File: src/rtl/seg_pkg.sv
package seg_pkg;

    localparam int BCD_W = 4;
    localparam int SEG_W = 7;

    localparam logic [SEG_W-1:0] SEG_ALL_OFF = '1;
    localparam logic [SEG_W-1:0] SEG_ALL_ON  = '0;

    // lit segments, active HIGH, bit0 = a ... bit6 = g
    function automatic logic [SEG_W-1:0] shape_of(input logic [BCD_W-1:0] code);
        logic [SEG_W-1:0] s;
        case (code)
            4'd0:    s = 7'b0111111;
            4'd1:    s = 7'b0000110;
            4'd2:    s = 7'b1011011;
            4'd3:    s = 7'b1001111;
            4'd4:    s = 7'b1100110;
            4'd5:    s = 7'b1101101;
            4'd6:    s = 7'b1111101;
            4'd7:    s = 7'b0000111;
            4'd8:    s = 7'b1111111;
            4'd9:    s = 7'b1101111;
            default: s = 7'b0000000;
        endcase
        return s;
    endfunction

endpackage

File: src/rtl/seg_digit_dec.sv
module seg_digit_dec
    import seg_pkg::*;
(
    input  logic [BCD_W-1:0] code,
    input  logic             blank_n,
    input  logic             lamp_n,
    input  logic             rip_in_n,
    output logic [SEG_W-1:0] seg_n,
    output logic             rip_out_n
);

    logic is_zero;
    logic zero_drop;

    always_comb begin
        is_zero   = (code == '0);
        zero_drop = !rip_in_n && is_zero && lamp_n;

        if (!blank_n) begin
            seg_n = SEG_ALL_OFF;
        end else if (!lamp_n) begin
            seg_n = SEG_ALL_ON;
        end else if (zero_drop) begin
            seg_n = SEG_ALL_OFF;
        end else begin
            seg_n = ~shape_of(code);
        end

        rip_out_n = blank_n && !zero_drop;
    end

endmodule

File: src/rtl/seg_ripple_chain.sv
module seg_ripple_chain
    import seg_pkg::*;
#(
    parameter int INT_DIGITS  = 4,
    parameter int FRAC_DIGITS = 2,
    localparam int NDIG       = INT_DIGITS + FRAC_DIGITS,
    localparam int UNITS      = FRAC_DIGITS
) (
    input  logic [BCD_W*NDIG-1:0] bcd_in,
    input  logic [NDIG-1:0]       blank_n,
    input  logic                  lamp_test_n,
    input  logic                  lead_sup_n,
    input  logic                  trail_sup_n,
    output logic [SEG_W*NDIG-1:0] seg_n
);

    for (genvar k = 0; k < NDIG; k++) begin : g_dig
        logic rbi_w;
        logic rbo_w;

        if (k == UNITS) begin : g_units
            assign rbi_w = 1'b1;
        end else if (k > UNITS) begin : g_int
            if (k == NDIG - 1) begin : g_top
                assign rbi_w = lead_sup_n;
            end else begin : g_mid
                assign rbi_w = g_dig[k+1].rbo_w;
            end
        end else begin : g_frac
            if (k == 0) begin : g_right
                assign rbi_w = trail_sup_n;
            end else begin : g_mid
                assign rbi_w = g_dig[k-1].rbo_w;
            end
        end

        seg_digit_dec u_dec (
            .code      (bcd_in[BCD_W*k +: BCD_W]),
            .blank_n   (blank_n[k]),
            .lamp_n    (lamp_test_n),
            .rip_in_n  (rbi_w),
            .seg_n     (seg_n[SEG_W*k +: SEG_W]),
            .rip_out_n (rbo_w)
        );
    end

endmodule

File: src/rtl/seg_display_top.sv
module seg_display_top
    import seg_pkg::*;
#(
    parameter int INT_DIGITS  = 4,
    parameter int FRAC_DIGITS = 2,
    localparam int NDIG       = INT_DIGITS + FRAC_DIGITS,
    localparam int SEG_BITS   = SEG_W * NDIG
) (
    input  logic                  clk,
    input  logic                  rst_n,
    input  logic [BCD_W*NDIG-1:0] bcd_in,
    input  logic [NDIG-1:0]       blank_n,
    input  logic                  lamp_test_n,
    input  logic                  lead_sup_n,
    input  logic                  trail_sup_n,
    output logic [SEG_BITS-1:0]   seg_n
);

    typedef struct packed {
        logic [SEG_BITS-1:0] seg;
    } disp_state_t;

    disp_state_t         state_d, state_q;
    logic [SEG_BITS-1:0] chain_seg_n;

    seg_ripple_chain #(
        .INT_DIGITS  (INT_DIGITS),
        .FRAC_DIGITS (FRAC_DIGITS)
    ) u_chain (
        .bcd_in      (bcd_in),
        .blank_n     (blank_n),
        .lamp_test_n (lamp_test_n),
        .lead_sup_n  (lead_sup_n),
        .trail_sup_n (trail_sup_n),
        .seg_n       (chain_seg_n)
    );

    always_comb begin
        state_d     = state_q;
        state_d.seg = chain_seg_n;
    end

    always_ff @(posedge clk or negedge rst_n) begin
        if (!rst_n) begin
            state_q.seg <= '1;
        end else begin
            state_q <= state_d;
        end
    end

    assign seg_n = state_q.seg;

endmodule

File: config.mk
export PLATFORM = sky130hd
export DESIGN_NAME = seg_display_top
export DESIGN_NICKNAME = d
export VERILOG_FILES = /design/src/rtl/seg_pkg.sv /design/src/rtl/seg_digit_dec.sv /design/src/rtl/seg_ripple_chain.sv /design/src/rtl/seg_display_top.sv
export SDC_FILE = /design/constraint.sdc
export NUM_CORES = 1
export LEC_CHECK = 0
export BUFFER_PORTS_ARGS = -buffer_cell sky130_fd_sc_hd__buf_2
export CAP_MARGIN = 0
export CORE_ASPECT_RATIO = 1.4
export CORE_MARGIN = 1
export CORE_UTILIZATION = 55
export CTS_CLUSTER_SIZE = 24
export DETAILED_ROUTE_END_ITERATION = 8
export PLACE_DENSITY_LB_ADDON = 0.1
export REMOVE_ABC_BUFFERS = 1
export SLEW_MARGIN = 30
export SYNTH_ARGS = -nofsm -noshare
export SYNTH_HDL_FRONTEND = slang
export SYNTH_SLANG_ARGS = --single-unit
export TNS_END_PERCENT = 20
File: constraint.sdc
create_clock -name clk -period 0.9 [get_ports clk]
set_input_delay 0.09 -clock clk [delete_from_list [all_inputs] [get_ports clk]]
set_output_delay 0.09 -clock clk [all_outputs]
set_load 0.05 [all_outputs]
==> impl_metrics.json, run 1 <==
{
  "outcome": "did not finish",
  "outcome.stop_stage": "global routing",
  "error_line": "[ERROR GRT-0232] Routing congestion too high. Check the congestion heatmap in the GUI.",
  "chipWidth_um": 60.45,
  "globalplace.congestion": 0.8574,
  "clockBufferDepth": 2,
  "grt-ovfl-total": 179,
  "ys_ff_latch": 42,
  "clock_tree.htree_level_count": 2,
  "die_h_um": 83.82,
  "ctsRootBufferMaster": "sky130_fd_sc_hd__clkbuf_8",
  "grt_start_max_net_pins": 43,
  "syn_avg_cell_area_um2": 9.669,
  "synth.cell_area_um2": 2630,
  "dp_cells": 459,
  "pre_cts_ws_ns": -0.7865,
  "synth_largest_area_cell": "sky130_fd_sc_hd__dfstp_2",
  "synth_area_leaders": "sky130_fd_sc_hd__dfstp_2 (42%), sky130_fd_sc_hd__ha_1 (17%), sky130_fd_sc_hd__o21ai_0 (6.1%)",
  "synthArstFlopShare": 1.000,
  "synth_top_area_share": 0.4196,
  "floorplan.rows": 29,
  "placement.io_buffers": 76,
  "tritoncts_num_sinks": 42,
  "seq_area_frac_synth": 0.4196,
  "starting_utilization_of_the_core_area": 0.5753,
  "dp.final_hpwl_um": 4659,
  "cts_buffers": 5,
  "boundaryPins": 77,
  "yosysWarningCount": 0,
  "synth_cell_type_count": 42,
  "synth_edf_count": 0,
  "global_route_usage_over_all_layers": 0.8370,
  "synth_cells": 272,
  "grt_repair_worst_endpoint": "seg_n[12]$_DFF_PN1_/D",
  "timing.repair.worst_endpoint_type": "register input",
  "postSynth.topFlopCell": "sky130_fd_sc_hd__dfstp_2"
}
[per-stage QoR]
| stage | cell area, um2 | setup TNS [ns] |
|---|---|---|
| floorplan | 2589 | -10.09 |
| global placement | 3522 | -15.92 |
| detailed placement | 3522 | -17.85 |
| CTS | 4244 | -9.450 |
[metal layers]
layer | GRT overflow | track usage
met4 | 80 | 1.027
met2 | 99 | 1.048
met1 | 0 | 0.8168
met3 | 0 | 0.5070
met5 | 0 | 0
[cell usage after synthesis (2+ instances only)]
cell type                  count
sky130_fd_sc_hd__a211oi_1      2
sky130_fd_sc_hd__a21boi_0      2
sky130_fd_sc_hd__a21oi_1      20
sky130_fd_sc_hd__a22oi_1       2
sky130_fd_sc_hd__and3_1        2
sky130_fd_sc_hd__clkbuf_1     11
sky130_fd_sc_hd__dfstp_2      42
sky130_fd_sc_hd__ha_1         36
sky130_fd_sc_hd__inv_1        30
sky130_fd_sc_hd__mux2i_1       4
sky130_fd_sc_hd__nand2_1      19
sky130_fd_sc_hd__nand2b_1      8
sky130_fd_sc_hd__nand3_1       7
sky130_fd_sc_hd__nor2_1       12
sky130_fd_sc_hd__nor2b_1       4
sky130_fd_sc_hd__nor3_1        2
sky130_fd_sc_hd__nor3b_1       3
sky130_fd_sc_hd__o211ai_1      4
sky130_fd_sc_hd__o21a_1        2
sky130_fd_sc_hd__o21ai_0      32
sky130_fd_sc_hd__o221ai_1      3
sky130_fd_sc_hd__o22ai_1       2
sky130_fd_sc_hd__o31ai_1       2
sky130_fd_sc_hd__xnor2_1       3
[kinds of logic after synthesis]
| kind of cell | synth area share |
|---|---|
| multiplexers | 0.01522 |
| AND/OR/NAND/NOR | 0.1223 |
| flip-flops | 0.4196 |
| AO/OA/AOI/OAI | 0.1998 |
| XOR/XNOR | 0.01332 |
| buffers and inverters | 0.05852 |
| adder cells (fa/ha/maj) | 0.1713 |
[repair_timing]
item                                    CTS
setup buffers                             6
pin swaps                                11
hold endpoints to repair                 42
hold buffers                              1
endpoints found under the setup margin   74
resized for setup                       170
==> inputs of run 2 (changes only) <==
CORE_ASPECT_RATIO = default   (was 1.4)
CORE_UTILIZATION = 40   (was 55)
CTS_CLUSTER_SIZE = default   (was 24)
PLACE_DENSITY_LB_ADDON = 0.15   (was 0.1)
==> run 2 against run 1 <==
The flow now finishes, with violations (negative setup slack). Synthesized cell count did not move. Synthesized area did not move.
==> impl_metrics.json, run 2 <==
{
  "outcome": "complete, but fails checks",
  "failed_checks": "negative setup slack",
  "critical_path.cell_chain": "buf_8 -> inv_4 -> ha_4 -> or4b_4 -> o21a_4 -> o311ai_1",
  "dp.final_hpwl_um": 4429,
  "global_route_usage_over_all_layers": 0.1815,
  "static_leakage_nw": 2.027,
  "cts_buffers": 5,
  "synth_top_area_share": 0.4196,
  "synth_cells": 272,
  "hold_path.class": "in2reg",
  "report.final.hold_viol_count": 0,
  "yosysWarningCount": 0,
  "syn_avg_cell_area_um2": 9.669,
  "worst-setup-path-type": "in2reg",
  "vias": 2372,
  "floorplan.die_area_um2": 6903,
  "chipWidth_um": 83.09,
  "floorplan.rows": 29,
  "cpLargestDelayFamily": "compound AO/OA/AOI/OAI gates",
  "finalMaxSlewViolations": 0,
  "ys_ff_latch": 42,
  "period_needed_ns": 1.206,
  "layout.cells.most_common": "sky130_fd_sc_hd__buf_4",
  "coreArea_um2": 6350,
  "worstMarginPinSlew_ns": 0.3887,
  "drc_violation_count_after_routing": 0,
  "worst_setup_hold_path_clk_slew_ns": 0.07,
  "fmax_mhz": 829.0,
  "yosys-top-cells-count": "sky130_fd_sc_hd__dfstp_2 (42), sky130_fd_sc_hd__ha_1 (36), sky130_fd_sc_hd__o21ai_0 (32)",
  "ir_drop_mv": 0.8992,
  "starting_utilization_of_the_core_area": 0.4142,
  "clockBufferDepth": 2,
  "max_slew_headroom": 0.7409,
  "seq_area_frac_synth": 0.4196,
  "drtIter0Drc": 42,
  "first_global_vias": 2252,
  "grt_antenna_before_repair": 0,
  "synth.cell_area_um2": 2630,
  "critical_path_sink_type": "register",
  "global_route_wire_length_before_repair_um": 10160,
  "tritoncts_num_sinks": 42,
  "path_buf_inv": 2,
  "synth_area_leaders": "sky130_fd_sc_hd__dfstp_2 (42%), sky130_fd_sc_hd__ha_1 (17%), sky130_fd_sc_hd__o21ai_0 (6.1%)",
  "layout_common_cells": "sky130_fd_sc_hd__buf_4 (63), sky130_fd_sc_hd__buf_8 (42), sky130_fd_sc_hd__dfstp_2 (42), sky130_fd_sc_hd__ha_1 (32), sky130_fd_sc_hd__buf_2 (27)",
  "final.fill_count": 484,
  "slack_of_the_critical_path_ns": -0.3062,
  "viasPerCell": 4.851,
  "cp.required_ns": 1.08,
  "unrepaired_setup_endpoints_after_global_routing": "yes",
  "globalplace.congestion": 0.8646,
  "drtAntennaViolNets": 0,
  "finish.net_count": 482,
  "finalPower_mw": 5.439,
  "cpMaxStageDelayCell": "sky130_fd_sc_hd__or4b_4",
  "cts_tree": "built",
  "worst-endpoint-arrival_ns": 1.38,
  "area_delta_synth_final_pct": 63.42,
  "postSynth.topFlopCell": "sky130_fd_sc_hd__dfstp_2",
  "maxCapViolations": 0,
  "grt_start_max_net_pins": 43,
  "synthArstFlopShare": 1.000,
  "final_layout_size_suffix_gt1_frac": 0.5340,
  "final.hold.worst_slack_ns": 0.01161,
  "boundaryPins": 77,
  "setup_viol": 63,
  "critical_path.max_fanout": 3,
  "clock_tree.htree_level_count": 2,
  "grt-ovfl-total": 0,
  "ctsRootBufferMaster": "sky130_fd_sc_hd__clkbuf_8",
  "critPathLaunchType": "primary input",
  "postRouteWirelength_um": 6144,
  "largest_register_ff_count": 42,
  "number_of_iterations_in_the_first_detailed_routing_pass": 4,
  "fin_crit_sh": 1.340,
  "avgRoutedWirePerCell_um": 12.56,
  "synth_largest_area_cell": "sky130_fd_sc_hd__dfstp_2",
  "synth_cell_type_count": 42,
  "power_density_nw_per_um2": 1265,
  "synth_edf_count": 0,
  "diodes_inserted": 0,
  "critical_path.max_stage_delay_ns": 0.48,
  "placement.io_buffers": 76,
  "synth_most_common_cell": "sky130_fd_sc_hd__dfstp_2",
  "die_h_um": 83.09
}
run 2: metrics by stage:
stage | setup TNS (ns) | setup WS [ns] | cell area, um2 | instances | utilization
after global placement | -16.28 | -0.7020 | 3498 | 470 | 0.5509
after CTS | -9.425 | -0.2987 | 4253 | 486 | 0.6698
final | -9.387 | -0.3062 | 4298 | 489 | 0.6768
after detailed placement | -17.30 | -0.7605 | 3498 | 470 | 0.5509
after floorplan | -10.09 | -0.5859 | 2589 | 261 | -
after global routing | -11.89 | -0.3396 | 4298 | 489 | 0.6768
run 2: final timing paths:
check,end,slack (ns),cells past startpoint,startpoint
worst max-delay path,seg_n[11]$_DFF_PN1_,-0.31,6,bcd_in[1]
worst min-delay path,seg_n[17]$_DFF_PN1_,0.01,2,blank_n[2]
max in group asynchronous,seg_n[21]$_DFF_PN1_,0.33,3,rst_n
min in group asynchronous,seg_n[38]$_DFF_PN1_,0.53,3,rst_n
run 2: kinds of logic after synthesis:
group / after synthesis / share of synthesized area
xor gates and xnor gates: 4 / 0.01332
buffers and inverters: 41 / 0.05852
DFF: 42 / 0.4196
AOI/OAI and AO/OA: 83 / 0.1998
and+or+nand+nor: 62 / 0.1223
muxes: 4 / 0.01522
adders and majority gates: 36 / 0.1713
run 2: where the power goes:
part           switching (mW)  leakage [nW]  internal, mW
Clock                   0.568        0.0482         0.618
Combinational            1.12          1.54         0.903
Sequential             0.0886         0.443          2.14
Total                    1.77          2.03          3.67
run 2: final cells by class:
cell class / instances / area, um2 / share of cell area
clock buffers: 7 / 86.33 / 0.02009
repair buffers: 143 / 1379 / 0.3208
multi-input cells: 189 / 1500 / 0.3491
inverters: 30 / 127.6 / 0.02969
flip-flops and latches: 42 / 1104 / 0.2568
clock inverters: 1 / 5.005 / 0.001164
well taps: 77 / 96.34 / 0.02242
run 2: repair_timing:
item / CTS / global route
resized for setup: 176 / 11
hold buffers: 1 / 0
endpoints found under the hold margin: 42 / 0
gates cloned: 0 / 0
setup endpoints to repair: 74 / 74
buffers inserted: 8 / 3
pin swaps: 13 / 7
run 2: per-layer routing:
metal | vias up | global-route usage | wire length, um
li1 | 1214 | - | -
met1 | 1086 | 0.2192 | 2485
met2 | 63 | 0.3286 | 3282
met3 | 9 | 0.03280 | 284
met4 | 0 | 0.05172 | 92
met5 | - | 0 | 0
Power figures use the tool's default switching activity.
